==> config.mk <==
export PLATFORM = sky130hd
export DESIGN_NAME = regshift_unit
export DESIGN_NICKNAME = d
export VERILOG_FILES = /design/src/rtl/shf_pkg.sv /design/src/rtl/shf_amt_decode.sv /design/src/rtl/shf_rotr.sv /design/src/rtl/shf_result_sel.sv /design/src/rtl/regshift_unit.sv
export SDC_FILE = /design/constraint.sdc
export NUM_CORES = 1
export LEC_CHECK = 0
export ABC_AREA = 1
export BUFFER_PORTS_ARGS = -buffer_cell sky130_fd_sc_hd__buf_2
export CAP_MARGIN = 20
export CORE_MARGIN = 2
export CORE_UTILIZATION = 35
export CTS_CLUSTER_SIZE = 28
export DETAILED_ROUTE_END_ITERATION = 12
export PLACE_DENSITY_LB_ADDON = 0.3
export SYNTH_ARGS = -nofsm -noshare
export SYNTH_HDL_FRONTEND = slang
export SYNTH_SLANG_ARGS = --single-unit
==> constraint.sdc <==
create_clock -name clk -period 1.01 [get_ports clk]
set_input_delay 0.101 -clock clk [delete_from_list [all_inputs] [get_ports clk]]
set_output_delay 0.101 -clock clk [all_outputs]
set_load 0.03 [all_outputs]
==> src/rtl/shf_pkg.sv <==
package shf_pkg;

    parameter int SHF_DW = 32;

    typedef enum logic [1:0] {
        SH_LSL = 2'b00,
        SH_LSR = 2'b01,
        SH_ASR = 2'b10,
        SH_ROR = 2'b11
    } shf_op_e;

endpackage

==> src/rtl/shf_amt_decode.sv <==
// Classifies the distance byte into the ranges that select different rules.
module shf_amt_decode #(
    parameter int DATA_W = 32,
    parameter int AMT_W  = 8,
    localparam int SW    = $clog2(DATA_W)
) (
    input  logic [AMT_W-1:0] cnt_i,
    output logic             is_zero_o,
    output logic             is_small_o,
    output logic             is_exact_o,
    output logic [SW-1:0]    low_o
);

    localparam logic [AMT_W-1:0] WIDTH_CNT = AMT_W'(DATA_W);

    always_comb begin
        is_zero_o  = (cnt_i == '0);
        is_exact_o = (cnt_i == WIDTH_CNT);
        is_small_o = !is_zero_o && (cnt_i < WIDTH_CNT);
        low_o      = cnt_i[SW-1:0];
    end

endmodule

==> src/rtl/shf_rotr.sv <==
// Logarithmic right rotator: one stage per bit of the rotation amount.
module shf_rotr #(
    parameter int DATA_W = 32,
    localparam int SW    = $clog2(DATA_W)
) (
    input  logic [DATA_W-1:0] val_i,
    input  logic [SW-1:0]     rot_i,
    output logic [DATA_W-1:0] rot_o
);

    logic [DATA_W-1:0] stg [SW+1];

    assign stg[0] = val_i;

    for (genvar g = 0; g < SW; g++) begin : g_stage
        localparam int STEP = 1 << g;
        assign stg[g+1] = rot_i[g] ? {stg[g][STEP-1:0], stg[g][DATA_W-1:STEP]}
                                   : stg[g];
    end

    assign rot_o = stg[SW];

endmodule

==> src/rtl/shf_result_sel.sv <==
// Picks result and carry per operation and distance range.
module shf_result_sel
    import shf_pkg::*;
#(
    parameter int DATA_W = 32,
    localparam int SW    = $clog2(DATA_W)
) (
    input  shf_op_e           op_i,
    input  logic [DATA_W-1:0] val_i,
    input  logic              cin_i,
    input  logic              is_zero_i,
    input  logic              is_small_i,
    input  logic              is_exact_i,
    input  logic [SW-1:0]     low_i,
    input  logic [DATA_W-1:0] rot_r_i,
    input  logic [DATA_W-1:0] rot_l_i,
    output logic [DATA_W-1:0] res_o,
    output logic              cout_o
);

    logic [DATA_W-1:0] mask_r;
    logic [DATA_W-1:0] mask_l;
    logic [SW-1:0]     idx_dn;
    logic [SW-1:0]     idx_up;
    logic              sign;

    always_comb begin
        mask_r = {DATA_W{1'b1}} >> low_i;
        mask_l = {DATA_W{1'b1}} << low_i;
        idx_dn = low_i - SW'(1);
        idx_up = SW'(0) - low_i;
        sign   = val_i[DATA_W-1];

        res_o  = val_i;
        cout_o = cin_i;

        if (!is_zero_i) begin
            unique case (op_i)
                SH_LSL: begin
                    if (is_small_i) begin
                        res_o  = rot_l_i & mask_l;
                        cout_o = val_i[idx_up];
                    end else begin
                        res_o  = '0;
                        cout_o = is_exact_i ? val_i[0] : 1'b0;
                    end
                end
                SH_LSR: begin
                    if (is_small_i) begin
                        res_o  = rot_r_i & mask_r;
                        cout_o = val_i[idx_dn];
                    end else begin
                        res_o  = '0;
                        cout_o = is_exact_i ? sign : 1'b0;
                    end
                end
                SH_ASR: begin
                    if (is_small_i) begin
                        res_o  = (rot_r_i & mask_r) | (sign ? ~mask_r : '0);
                        cout_o = val_i[idx_dn];
                    end else begin
                        res_o  = {DATA_W{sign}};
                        cout_o = sign;
                    end
                end
                default: begin
                    if (low_i != '0) begin
                        res_o  = rot_r_i;
                        cout_o = val_i[idx_dn];
                    end else begin
                        res_o  = val_i;
                        cout_o = sign;
                    end
                end
            endcase
        end
    end

endmodule

==> src/rtl/regshift_unit.sv <==
module regshift_unit
    import shf_pkg::*;
#(
    parameter int DATA_W = SHF_DW,
    parameter int AMT_W  = 8,
    localparam int SW    = $clog2(DATA_W)
) (
    input  logic              clk,
    input  logic              rst_n,
    input  logic [1:0]        op_i,
    input  logic [DATA_W-1:0] val_i,
    input  logic [DATA_W-1:0] amt_i,
    input  logic              cin_i,
    output logic [DATA_W-1:0] res_o,
    output logic              cout_o
);

    typedef struct packed {
        logic [DATA_W-1:0] res;
        logic              cout;
    } out_t;

    out_t nxt_d;
    out_t out_q;

    logic              is_zero;
    logic              is_small;
    logic              is_exact;
    logic [SW-1:0]     low;
    logic [SW-1:0]     left_rot;
    logic [DATA_W-1:0] rot_r;
    logic [DATA_W-1:0] rot_l;
    logic [DATA_W-1:0] sel_res;
    logic              sel_cout;
    logic              unused_amt_hi;

    assign unused_amt_hi = ^amt_i[DATA_W-1:AMT_W];
    assign left_rot      = SW'(0) - low;

    shf_amt_decode #(.DATA_W(DATA_W), .AMT_W(AMT_W)) u_dec (
        .cnt_i      (amt_i[AMT_W-1:0]),
        .is_zero_o  (is_zero),
        .is_small_o (is_small),
        .is_exact_o (is_exact),
        .low_o      (low)
    );

    shf_rotr #(.DATA_W(DATA_W)) u_rot_r (
        .val_i (val_i),
        .rot_i (low),
        .rot_o (rot_r)
    );

    shf_rotr #(.DATA_W(DATA_W)) u_rot_l (
        .val_i (val_i),
        .rot_i (left_rot),
        .rot_o (rot_l)
    );

    shf_result_sel #(.DATA_W(DATA_W)) u_sel (
        .op_i       (shf_op_e'(op_i)),
        .val_i      (val_i),
        .cin_i      (cin_i),
        .is_zero_i  (is_zero),
        .is_small_i (is_small),
        .is_exact_i (is_exact),
        .low_i      (low),
        .rot_r_i    (rot_r),
        .rot_l_i    (rot_l),
        .res_o      (sel_res),
        .cout_o     (sel_cout)
    );

    always_comb begin
        nxt_d.res  = sel_res;
        nxt_d.cout = sel_cout;
    end

    always_ff @(posedge clk or negedge rst_n) begin
        if (!rst_n) begin
            out_q <= '0;
        end else begin
            out_q <= nxt_d;
        end
    end

    assign res_o  = out_q.res;
    assign cout_o = out_q.cout;

endmodule

Word-level counts from Yosys, hierarchy flattened
Cells that the tools add are included.
{ "totals": {"reg_bits": 33, "inputBits": 69, "out_inout_bits": 33, "word_cells": 50} }
{ "op_classes": {"n_addsub": 2, "magnitude_cmp": 3, "eq_ne": 3, "shifts": 2, "muxes": 29, "n_bitwise": 4, "n_reduce_logical": 5} }
{ "ops": {"columns": ["op", "n"], "rows": [
  ["2-to-1 mux 32 bit", 16],
  ["one-hot mux 32 bit (3 select lines)", 1],
  ["bitwise AND 32 bit", 2],
  ["inverter 32 bit", 1],
  ["bitwise OR 32 bit", 1],
  ["left shift 32 x 5 -> 32 bit (first input constant)", 1],
  [">> shifter 32 x 5 -> 32 bit (first input constant)", 1],
  ["less-than comparator 5 x 6 -> 1 bit (second input constant)", 2],
  ["binary-select mux 1 bit (select 5 bit)", 2],
  ["2-to-1 mux 1 bit", 9],
  ["== test 8 x 6 -> 1 bit (second input constant)", 1],
  ["zero test 8 bit", 1],
  ["less-than comparator 8 x 6 -> 1 bit (second input constant)", 1],
  ["nonzero test 5 bit", 1],
  ["subtractor 1 x 5 -> 5 bit (first input constant)", 1],
  ["subtractor 5 x 1 -> 5 bit (second input constant)", 1],
  ["one-hot mux 1 bit (3 select lines)", 1],
  ["== test 2 x 1 -> 1 bit (second input constant)", 1],
  ["== test 2 bit (second input constant)", 1],
  ["zero test 2 bit", 1],
  ["logical AND 1 bit", 1],
  ["zero test 1 bit", 1]
]} }

Longest topological paths before layout
Gate-level depths: netlist (run 1).
{ "depth": {"word_depth": 10, "depth_mapped": 19, "ltp_nobuf": 15} }

Modules after synthesis
Synthesis (run 1) repeated with hierarchy kept, for this count alone.
{ "unflattened": {"cells_unflattened": 1390, "hier_area_um2": 7732.4} }
{ "by_module_without_submodules": {"columns": ["mod", "instances", "cells_per_inst", "area_each_um2", "seq_area_each_um2"], "rows": [
  ["shf_rotr", 2, 392, 1974.4, 0.0],
  ["shf_result_sel", 1, 538, 2758.9, 0.0],
  ["regshift_unit", 1, 49, 902.1, 825.8],
  ["shf_amt_decode", 1, 19, 122.6, 0.0]
]} }

Least setup slack after synthesis (run 1)
OpenSTA, ideal clock, no wires.
{ "synth_timing": {"kind": "in2reg", "from": "input amt_i[1]", "to": "register out_q, in the netlist res_o[26]", "arrival_time_ns": 2.119, "setup_slack_ns": -1.222, "path_stages": 19, "path_buffers": 4, "cell_sequence": "buf_6 > inv_1 > buf_2 > ha_1 > inv_1 > ha_1 > buf_2 > clkinv_1 > buf_2 > nand3_1 > nand3_1 > nand2_1 > nand2_1 > nand3_1 > nand2_1 > inv_2 > nand3_1 > nand2_1 > inv_1"} }
{ "synth_between": {"elab_chain_len": 9} }
{ "synth_lines": {"columns": ["item", "line_no", "text"], "rows": [
  ["start: declaration", "regshift_unit.sv:12", "input logic [DATA_W-1:0] amt_i,"],
  ["subtractor 1 x 5 -> 5 bit / 2-to-1 mux 32 bit (equally long branches)", "regshift_unit.sv:38, shf_rotr.sv:17", null],
  ["2-to-1 mux 32 bit (3 in a row)", "shf_rotr.sv:17", "assign stg[g+1] = rot_i[g] ? {stg[g][STEP-1:0], stg[g][DATA_W-1:STEP]}"],
  ["2-to-1 mux 32 bit / bitwise AND 32 bit (equally long branches)", "shf_rotr.sv:17, shf_result_sel.sv:50, shf_result_sel.sv:59", null],
  ["bitwise AND 32 bit / bitwise OR 32 bit (equally long branches)", "shf_result_sel.sv:41, shf_result_sel.sv:59", null],
  ["2-to-1 mux 32 bit (on tied branches)", "shf_result_sel.sv:40, shf_result_sel.sv:58", null],
  ["one-hot mux 32 bit (3 select lines)", "shf_result_sel.sv:38", "unique case (op_i)"],
  ["2-to-1 mux 32 bit *", "shf_result_sel.sv:37", "if (!is_zero_i) begin"],
  ["net sel_res[26]", "regshift_unit.sv:33", "logic [DATA_W-1:0] sel_res;"],
  ["end signal: assignment", "regshift_unit.sv:83", "out_q <= nxt_d;"],
  ["end: declaration", "regshift_unit.sv:24", "out_t out_q;"]
]} }
The timed path passes the listed nets; every way through them passes the cells marked *.

Worst setup path in the final report (run 1)
{ "layout_timing": {"from": "input amt_i[1]", "to": "register out_q, in the netlist cout_o"} }
{ "layout_between": {"elab_chain_len": 6} }
{ "layout_lines": {"columns": ["item", "line_no", "text"], "rows": [
  ["subtractor 5 x 1 -> 5 bit, or another cell as far along", "shf_result_sel.sv:30", "idx_dn = low_i - SW'(1);"],
  ["binary-select mux 1 bit (select 5 bit), or another cell as far along", "shf_result_sel.sv:51, shf_result_sel.sv:60, shf_result_sel.sv:69", null],
  ["2-to-1 mux 1 bit (not written as such), or another cell as far along", "shf_result_sel.sv:51, shf_result_sel.sv:60, shf_result_sel.sv:69", null],
  ["2-to-1 mux 1 bit (on tied branches)", null, null],
  ["one-hot mux 1 bit (3 select lines)", "shf_result_sel.sv:38", null],
  ["2-to-1 mux 1 bit *", "shf_result_sel.sv:37", null],
  ["net sel_cout", "regshift_unit.sv:34", "logic sel_cout;"]
]} }
The timed path passes the listed nets; every way through them passes the cells marked *. The select of a mux whose other input is x is not followed.

==> impl_metrics.json, run 1 <==
{
  "status": "finished with violations",
  "violations": "setup timing",
  "io_pins": 102,
  "power_frac_clock_pct": 16.2,
  "path_class": "in2reg",
  "synthToLayoutAreaGrowth_pct": 63.1,
  "grt_max_degree": 35,
  "critPathCaptureType": "flip-flop",
  "synth-seq-area-share_pct": 12.4,
  "rsz0062_at_grt": "true",
  "p_int_mw": 4.75,
  "timing.final.crit_period_ns": 1.70,
  "syn_area_per_cell_um2": 5.13,
  "path_delay_family": "simple AND/OR/NAND/NOR gates",
  "yosys_register_bits": 33,
  "relSlewSlack_pct": 66.7,
  "crit_required_ns": 1.19,
  "hold_slack_ns": 0.0174,
  "final_layout_size_suffix_gt1_share_pct": 40.6,
  "postPlaceCellArea_um2": 8920,
  "irDropWorstVdd_mv": 0.597,
  "cp_cell_sequence": "buf_8, inv_8, ha_4, inv_2, ha_4, clkinv_8, buf_12, nand3_2, nand3_2, nand2_4, nand2_2, nand3_2, nand2_1, nand2_1, nand2_1, nand2_2, nand2_1",
  "cp_max_fo": 6,
  "synth_top_area_share_pct": 41.0,
  "clock_sinks": 33,
  "setup_violations": 35,
  "synthesis.nets": 1368,
  "port-buffer-count": 77,
  "antenna_found_initial": 0,
  "netlist_area_um2": 6640,
  "first_global_vias": 9820,
  "path_buf_inv": 5,
  "power_frac_seq_pct": 15.2,
  "ys_types": 30,
  "tightestPinTransition_ns": 0.494,
  "p_sw_mw": 5.18,
  "drc": 0,
  "viasPerCell": 6.12,
  "drtPass1Iterations": 6,
  "synth_area_leaders": "nand3_1, nand2_1, dfrtp_1",
  "h-tree-depth": 2,
  "cp_common_cell": "nand2_1",
  "cp.depth": 17,
  "crit_path_end": "cout_o$_DFF_PN0_",
  "stdcell_area_um2": 10800,
  "fmax_mhz": 589,
  "combPwrFrac_pct": 68.6,
  "finalHoldViolations": 0,
  "p_leak_nw": 5.34,
  "cts_buffer_depth": 2,
  "grt-ovfl-total": 0,
  "hold_class": "in2reg",
  "cts_buffers": 5,
  "wl_per_cell_um": 23.8,
  "syn_inst": 1293,
  "finalWeightedCongestion": 1.05,
  "powerDensity_nw_per_um2": 917,
  "drv_cap": 0,
  "die_h_um": 142,
  "cp.arrival_ns": 1.88,
  "synth_top_cell_by_area": "nand3_1",
  "ant_nets": 0,
  "startpoint_type": "input port",
  "coreArea_um2": 18600,
  "nets": 1590,
  "grt_usage_pct": 40.1,
  "fp-row-count": 50,
  "num_vias": 10700,
  "fp.dieArea_um2": 20100,
  "min_period_over_period_pct": 168,
  "p_sw_share_pct": 52.2,
  "clock-root-buffer": "clkbuf_16",
  "startpoint": "amt_i[1]",
  "yosysWarnings": 0,
  "place_hpwl_um": 31600,
  "diodes": 0,
  "fin_ws_ns": -0.688,
  "critPathSlowestCell": "ha_4",
  "drt_iter0_drc": 1482,
  "slew_violations": 0,
  "die_w_um": 142,
  "nFillCells": 1900,
  "wl_um": 41700,
  "grt_pass1_wl_um": 60300,
  "critPathMaxStageDelay_ns": 0.40,
  "clk_pin_slew_ns": 0.06,
  "cts_tree": "yes",
  "tns_ns": -20.76,
  "initial_core_util_pct": 35.6
}
==> per-stage QoR <==
step	setup slack, ns	std cells	total power, mW	utilization [%]
global placement	-1.27	1717	6.82	47.8
CTS	-0.665	1747	9.33	54.8
global route	-0.766	1750	10.3	58.1
finish	-0.688	1750	9.93	58.1
floorplan	-0.788	1293	4.65	-
detailed placement	-1.28	1717	6.80	47.8
==> worst min-delay path by stage <==
stage | depth (start not counted) | start | endpoint | slack [ns]
floorplan | 0 | rst_n | cout_o$_DFF_PN0_ | -0.19
global placement | 2 | rst_n | res_o[13]$_DFF_PN0_ | 0.08
detailed placement | 2 | rst_n | res_o[5]$_DFF_PN0_ | 0.08
CTS | 3 | cin_i | cout_o$_DFF_PN0_ | 0.02
global route | 3 | cin_i | cout_o$_DFF_PN0_ | 0.07
finish | 3 | cin_i | cout_o$_DFF_PN0_ | 0.02
==> registers in the layout, indices dropped and copies added, names as in the netlist <==
| signal | cells |
|---|---|
| cout_o | 1 |
| res_o | 32 |
==> layout make-up <==
| type | count | area, µm² | area share (%) |
|---|---|---|---|
| multi-input cells | 1122 | 6700 | 61.9 |
| repair inverters | 5 | 87.6 | 0.809 |
| well taps | 234 | 293 | 2.70 |
| clock inverters | 3 | 17.5 | 0.162 |
| flip-flops and latches | 33 | 827 | 7.64 |
| clock buffers | 5 | 125 | 1.16 |
| repair buffers | 298 | 2550 | 23.5 |
| inverters | 50 | 231 | 2.14 |
==> cell families after synthesis <==
kind of cell	share of synthesized area [%]
xor+xnor	0.132
flops	12.4
compound gates	5.31
buf+inv	9.54
fa+ha+maj	1.13
simple gates	71.4
==> cell usage after synthesis <==
master and n:
inv_1 39, dfrtp_1 33, inv_4 1, nand3b_1 2, buf_6 4, buf_4 11, nand4_1 10, a31oi_1 2
o21ai_1 5, nor2_8 1, or2_0 1, nand2_1 341, inv_2 8, nor2_4 4, a21oi_1 40, nor2_1 127
nand2_4 2, buf_1 12, xor2_1 1, nor3_1 2, clkbuf_1 28, nor3_2 2, o21ai_0 20, buf_2 33
o211ai_1 2, nor2_2 2, nand2_2 8, ha_1 6, clkinv_1 2, nand3_1 544
==> layout by cell type (no fill, tap or decap), drive strengths merged, types with 10 or more instances in the layout <==
master and count:
a21oi 40, buf 294, clkinv 10, dfrtp 33, inv 46, nand2 351, nand3 544, nand4 10
nor2 134, o21ai 25
==> power by group through the flow <==
stage	logic [mW]	registers (mW)	clock network, mW
after floorplan	2.83	1.81	0
after global placement	5.29	1.53	0
after detailed placement	5.27	1.53	0
after CTS	6.19	1.50	1.63
after global routing	7.17	1.52	1.66
final	6.81	1.51	1.61
==> repair_timing <==
item | 4_1_cts | 5_1_grt
setup buffers | 15 | 3
hold endpoints to repair | 33 | 0
hold buffers | 1 | 0
gates resized for setup | 205 | 125
gates cloned | 8 | 1
pin swaps | 82 | 63
endpoints found under the setup margin | 35 | 34
==> metal layers <==
layer | routed length [µm] | global-route usage [%] | vias to the layer above
li1 | - | - | 4872
met1 | 16300 | 52.9 | 4963
met5 | 0 | 0 | -
met3 | 4540 | 7.93 | 146
met4 | 2940 | 19.4 | 0
met2 | 17900 | 62.5 | 722
(Power assumes the default switching activity.)
==> run 2: changes to the inputs <==
==> constraint.sdc (replaced) <==
create_clock -name clk -period 2.2 [get_ports clk]
set_input_delay 0.22 -clock clk [delete_from_list [all_inputs] [get_ports clk]]
set_output_delay 0.22 -clock clk [all_outputs]
set_load 0.03 [all_outputs]
==> run 2 against run 1 <==
The run now ends clean. Utilization down 16 points. Sequential power down 55%. Worst setup slack better by 0.83 ns. Critical path type unchanged. Critical endpoint is now res_o[18]$_DFF_PN0_.
==> impl_metrics.json, run 2 (synthesis results as in run 1) <==
{
  "status": "complete, no violations",
  "cp_common_cell": "nand3_1",
  "first_global_vias": 8582,
  "layout.area.seq_um2": 826,
  "post_cts_buffers": 0,
  "cp_cell_sequence": "buf_2, inv_1, buf_4, ha_1, inv_2, buf_12, nand3_1, nand3_1, nand3_1, nand2_1, nand2_1, nand4_1, nand3_1, nor2_1, nor2_1",
  "critPathSlowestCell": "ha_1",
  "place_hpwl_um": 26700,
  "stdcell_area_um2": 7850,
  "hold_class": "in2async",
  "postCtsResizedCells": 0,
  "pre_cts_ws_ns": -0.105,
  "clock_sinks": 33,
  "dp_cells": 1599,
  "critPathMaxStageDelay_ns": 0.31,
  "finalWeightedCongestion": 1.10,
  "p_int_mw": 1.76,
  "startpoint_type": "input port",
  "slew_violations": 0,
  "path_delay_family": "simple AND/OR/NAND/NOR gates",
  "final_cell_count_no_fill": 1608,
  "cts_tree": "yes",
  "path_class": "in2reg",
  "fin_ws_ns": 0.139,
  "mostFrequentLayoutCells": "nand3_1, nand2_1, nor2_1",
  "cp_max_fo": 20,
  "power.total_mw": 3.63,
  "rsz0062_at_grt": "false",
  "antenna_found_initial": 0,
  "grt_usage_pct": 33.2,
  "nets": 1448,
  "ant_nets": 0,
  "diodes": 0,
  "io_pins": 102,
  "hold_slack_ns": 0.0115,
  "fmax_mhz": 485,
  "irDropWorstVdd_mv": 0.298,
  "p_leak_nw": 4.08,
  "clk_pin_slew_ns": 0.06,
  "power_frac_seq_pct": 18.9,
  "clock-root-buffer": "clkbuf_16",
  "nFillCells": 2088,
  "grt_max_degree": 40,
  "tns_ns": 0,
  "relSlewSlack_pct": 47.5,
  "initial_core_util_pct": 35.6,
  "cp.arrival_ns": 2.23,
  "fp.dieArea_um2": 20100,
  "postPlaceCellArea_um2": 7680,
  "cts_buffer_depth": 2,
  "combPwrFrac_pct": 61.2,
  "finalHoldViolations": 0,
  "grt_pass1_wl_um": 50800,
  "die_h_um": 142,
  "p_sw_mw": 1.87,
  "viasPerCell": 6.12,
  "crit_required_ns": 2.37,
  "fp-row-count": 50,
  "wl_per_cell_um": 21.2,
  "final_common_cell": "nand3_1",
  "p_sw_share_pct": 51.6,
  "powerDensity_nw_per_um2": 462,
  "cts_buffers": 5,
  "num_vias": 9843,
  "timing.final.crit_period_ns": 2.06,
  "h-tree-depth": 2,
  "multiInputGateArea_um2": 5180,
  "tightestPinTransition_ns": 0.787,
  "largest_reg_flops": 32,
  "cts_hold_buf": 0,
  "path_buf_inv": 5,
  "drtPass1Iterations": 7,
  "drc": 0,
  "port-buffer-count": 77,
  "post-route-util_pct": 42.1,
  "power_frac_clock_pct": 19.9,
  "critPathCaptureType": "flip-flop",
  "synthToLayoutAreaGrowth_pct": 18.3,
  "drt_iter0_drc": 1582,
  "wl_um": 34000,
  "min_period_over_period_pct": 93.7,
  "final_layout_size_suffix_gt1_share_pct": 14.6,
  "setup_violations": 0,
  "die_w_um": 142,
  "coreArea_um2": 18600,
  "grt-ovfl-total": 0,
  "drv_cap": 0
}
-- run 2: layout make-up --
class | instances | area share [%]
Inverter | 50 | 2.44
Sequential cell | 33 | 10.5
Tap cell | 234 | 3.73
Timing Repair Buffer | 161 | 15.5
Clock inverter | 3 | 0.223
Clock buffer | 5 | 1.59
Multi-Input combinational cell | 1122 | 66.0
-- run 2: how the worst max path moves through the flow --
stage	from	to	slack, ns	cells past startpoint
after detailed placement	amt_i[1]	cout_o$_DFF_PN0_	-0.11	15
final	amt_i[1]	res_o[18]$_DFF_PN0_	0.14	15
after CTS	amt_i[1]	cout_o$_DFF_PN0_	0.19	15
after floorplan	amt_i[1]	res_o[31]$_DFF_PN0_	0.009	15
after global placement	amt_i[1]	cout_o$_DFF_PN0_	-0.09	15
after global routing	amt_i[1]	cout_o$_DFF_PN0_	0.005	15
-- run 2: power groups by stage --
stage / Clock [mW] / Combinational [mW] / Sequential [mW]
after floorplan: 0 / 1.20 / 0.832
after global placement: 0 / 2.12 / 0.697
after detailed placement: 0 / 2.13 / 0.696
after CTS: 0.729 / 2.13 / 0.686
after global routing: 0.756 / 2.38 / 0.692
final: 0.724 / 2.22 / 0.686
-- run 2: per-layer routing --
layer	vias to the layer above	part of all wire, %	track usage [%]	wire (µm)
met5	-	0	0	0
met4	0	6.5	16.0	2200
met3	119	12	7.83	4110
met2	727	41	48.7	14000
met1	4419	40	45.5	13700
li1	4578	-	-	-
==> run 3: changes to the inputs <==
--- a/config.mk
+++ b/config.mk
@@ -10,9 +10,12 @@
 export CAP_MARGIN = 20
 export CORE_MARGIN = 2
 export CORE_UTILIZATION = 35
+export CTS_BUF_LIST = sky130_fd_sc_hd__clkbuf_4
 export CTS_CLUSTER_SIZE = 28
 export DETAILED_ROUTE_END_ITERATION = 12
+export GPL_TIMING_DRIVEN = 0
 export PLACE_DENSITY_LB_ADDON = 0.3
+export SLEW_MARGIN = 25
 export SYNTH_ARGS = -nofsm -noshare
 export SYNTH_HDL_FRONTEND = slang
 export SYNTH_SLANG_ARGS = --single-unit
==> run 3 against run 2 <==
The flow now finishes with violations (setup timing). Clock power shrank 48%. Sequential power is essentially flat. Die area did not move. Combinational power rose by 11%. Utilization is 0.70 points higher. Maximum frequency fell by 9.0%. Clock-buffer cell count is the same. Final area increased by 1.7%. Global-route usage up 9.8 points. Via count rose by 5.8%. Flip-flop and latch count stayed put. Critical path depth fell by 6. Highest routed layer unchanged.
==> impl_metrics.json, run 3 (synthesis results as in run 1) <==
{
  "p_leak_nw": 4.04,
  "port-buffer-count": 77,
  "status": "finished with violations",
  "clk_pin_slew_ns": 0.13,
  "grt_usage_pct": 43.0,
  "drv_cap": 0,
  "drtPass1Iterations": 7,
  "tightestPinTransition_ns": 0.929,
  "cp.arrival_ns": 2.58,
  "clock_sinks": 33,
  "final_common_cell": "nand3_1",
  "synthToLayoutAreaGrowth_pct": 20.3,
  "h-tree-depth": 2,
  "final_layout_size_suffix_gt1_share_pct": 18.7,
  "viasPerCell": 6.42,
  "antenna_found_initial": 0,
  "drc": 0,
  "rsz0062_at_grt": "false",
  "grt-ovfl-total": 0,
  "wl_per_cell_um": 27.1,
  "drt_iter0_drc": 1898,
  "grt_max_degree": 34,
  "min_period_over_period_pct": 103,
  "coreArea_um2": 18600,
  "nFillCells": 2130,
  "startpoint_type": "input port",
  "hold-path-endpoint": "cout_o$_DFF_PN0_",
  "first_global_vias": 9340,
  "nets": 1462,
  "postPlaceCellArea_um2": 7320,
  "mostFrequentLayoutCells": "nand3_1, nand2_1, nor2_1",
  "violations": "setup timing",
  "diodes": 0,
  "timing.final.crit_period_ns": 2.26,
  "grt_pass1_wl_um": 62800,
  "die_w_um": 142,
  "stdcell_area_um2": 7980,
  "relSlewSlack_pct": 37.6,
  "path_class": "in2reg",
  "hold_class": "in2reg",
  "fp-row-count": 50,
  "crit_required_ns": 2.52,
  "die_h_um": 142,
  "initial_core_util_pct": 35.6,
  "min_path_cells": 3,
  "cts_buffer_depth": 2,
  "finalHoldViolations": 0,
  "setup_violations": 1,
  "clock-root-buffer": "clkbuf_4",
  "ant_nets": 0,
  "num_vias": 10400,
  "hp-start": "cin_i",
  "largest_reg_flops": 32,
  "cts_tree": "yes",
  "wl_um": 43900,
  "fp.dieArea_um2": 20100,
  "finalWeightedCongestion": 1.13,
  "io_pins": 102,
  "tns_ns": -0.0646,
  "slew_violations": 0,
  "fin_ws_ns": -0.0646,
  "cp_max_fo": 10,
  "irDropWorstVdd_mv": 0.168,
  "fmax_mhz": 442,
  "powerDensity_nw_per_um2": 442,
  "critPathCaptureType": "flip-flop",
  "cts_buffers": 5,
  "place_hpwl_um": 35000
}
## run 3: per-layer routing
layer  vias to the layer above  global-route usage [%]  wire [µm]
li1                       4605                       -          -
met1                      4788                    58.8      17300
met2                       846                    60.7      17200
met3                       176                    11.8       6100
met4                         0                    23.7       3400
met5                         -                       0          0
## run 3: worst max-delay path by stage
stage | start | endpoint | slack (ns) | cells past startpoint
floorplan | amt_i[1] | res_o[31]$_DFF_PN0_ | 0.009 | 15
global placement | amt_i[1] | res_o[31]$_DFF_PN0_ | -1.27 | 16
detailed placement | amt_i[1] | res_o[31]$_DFF_PN0_ | -1.23 | 16
CTS | amt_i[1] | res_o[12]$_DFF_PN0_ | 0.004 | 18
global route | amt_i[0] | res_o[12]$_DFF_PN0_ | 0.007 | 15
finish | amt_i[1] | res_o[17]$_DFF_PN0_ | -0.06 | 9
## run 3: stage by stage
step | std cells | setup slack (ns) | hold slack, ns | power, mW | utilization (%)
2_1_floorplan | 1293 | 0.00924 | -0.0756 | 2.04 | -
3_3_place_gp | 1604 | -1.27 | 0.321 | 2.85 | 39.3
3_5_place_dp | 1604 | -1.23 | 0.340 | 2.84 | 39.3
4_1_cts | 1613 | 0.00409 | 0.0562 | 3.29 | 41.0
5_1_grt | 1622 | 0.00653 | 0.0540 | 3.68 | 42.8
6_report | 1622 | -0.0646 | 0.0451 | 3.53 | 42.8
## run 3: where the power goes
| part | leakage [nW] | internal (mW) | switching, mW |
|---|---|---|---|
| combinational | 3.58 | 0.690 | 1.78 |
| clock | 0.0310 | 0.120 | 0.257 |
| sequential | 0.426 | 0.668 | 0.0149 |
## run 3: critical path, stage by stage
cell and delay [ns]:
buf_4 0.17, buf_2 0.22, nor3_1 0.78, o21ai_0 0.44
nor2_1 0.29, nand3_2 0.17, nand3_1 0.14, nor2_1 0.05
nor2_1 0.08
## run 3: repair_timing
action | in CTS | in global routing
pin swaps | 4 | 11
hold buffers | 1 | 0
buffers inserted | 3 | 6
endpoints found under the setup margin | 33 | 33
gates cloned | 0 | 4
hold endpoints to repair | 33 | 0
resized for setup | 81 | 60
## run 3: final cells by class
cell class | count | area (µm²) | share of cell area (%)
tap | 234 | 293 | 3.67
buffer | 84 | 543 | 6.80
clock inverter | 3 | 17.5 | 0.219
sequential | 33 | 826 | 10.3
multi-input combinational | 1122 | 5500 | 68.9
clock buffer | 5 | 37.5 | 0.470
timing repair buffer | 90 | 538 | 6.74
inverter | 50 | 219 | 2.74
timing repair inverter | 1 | 8.76 | 0.110
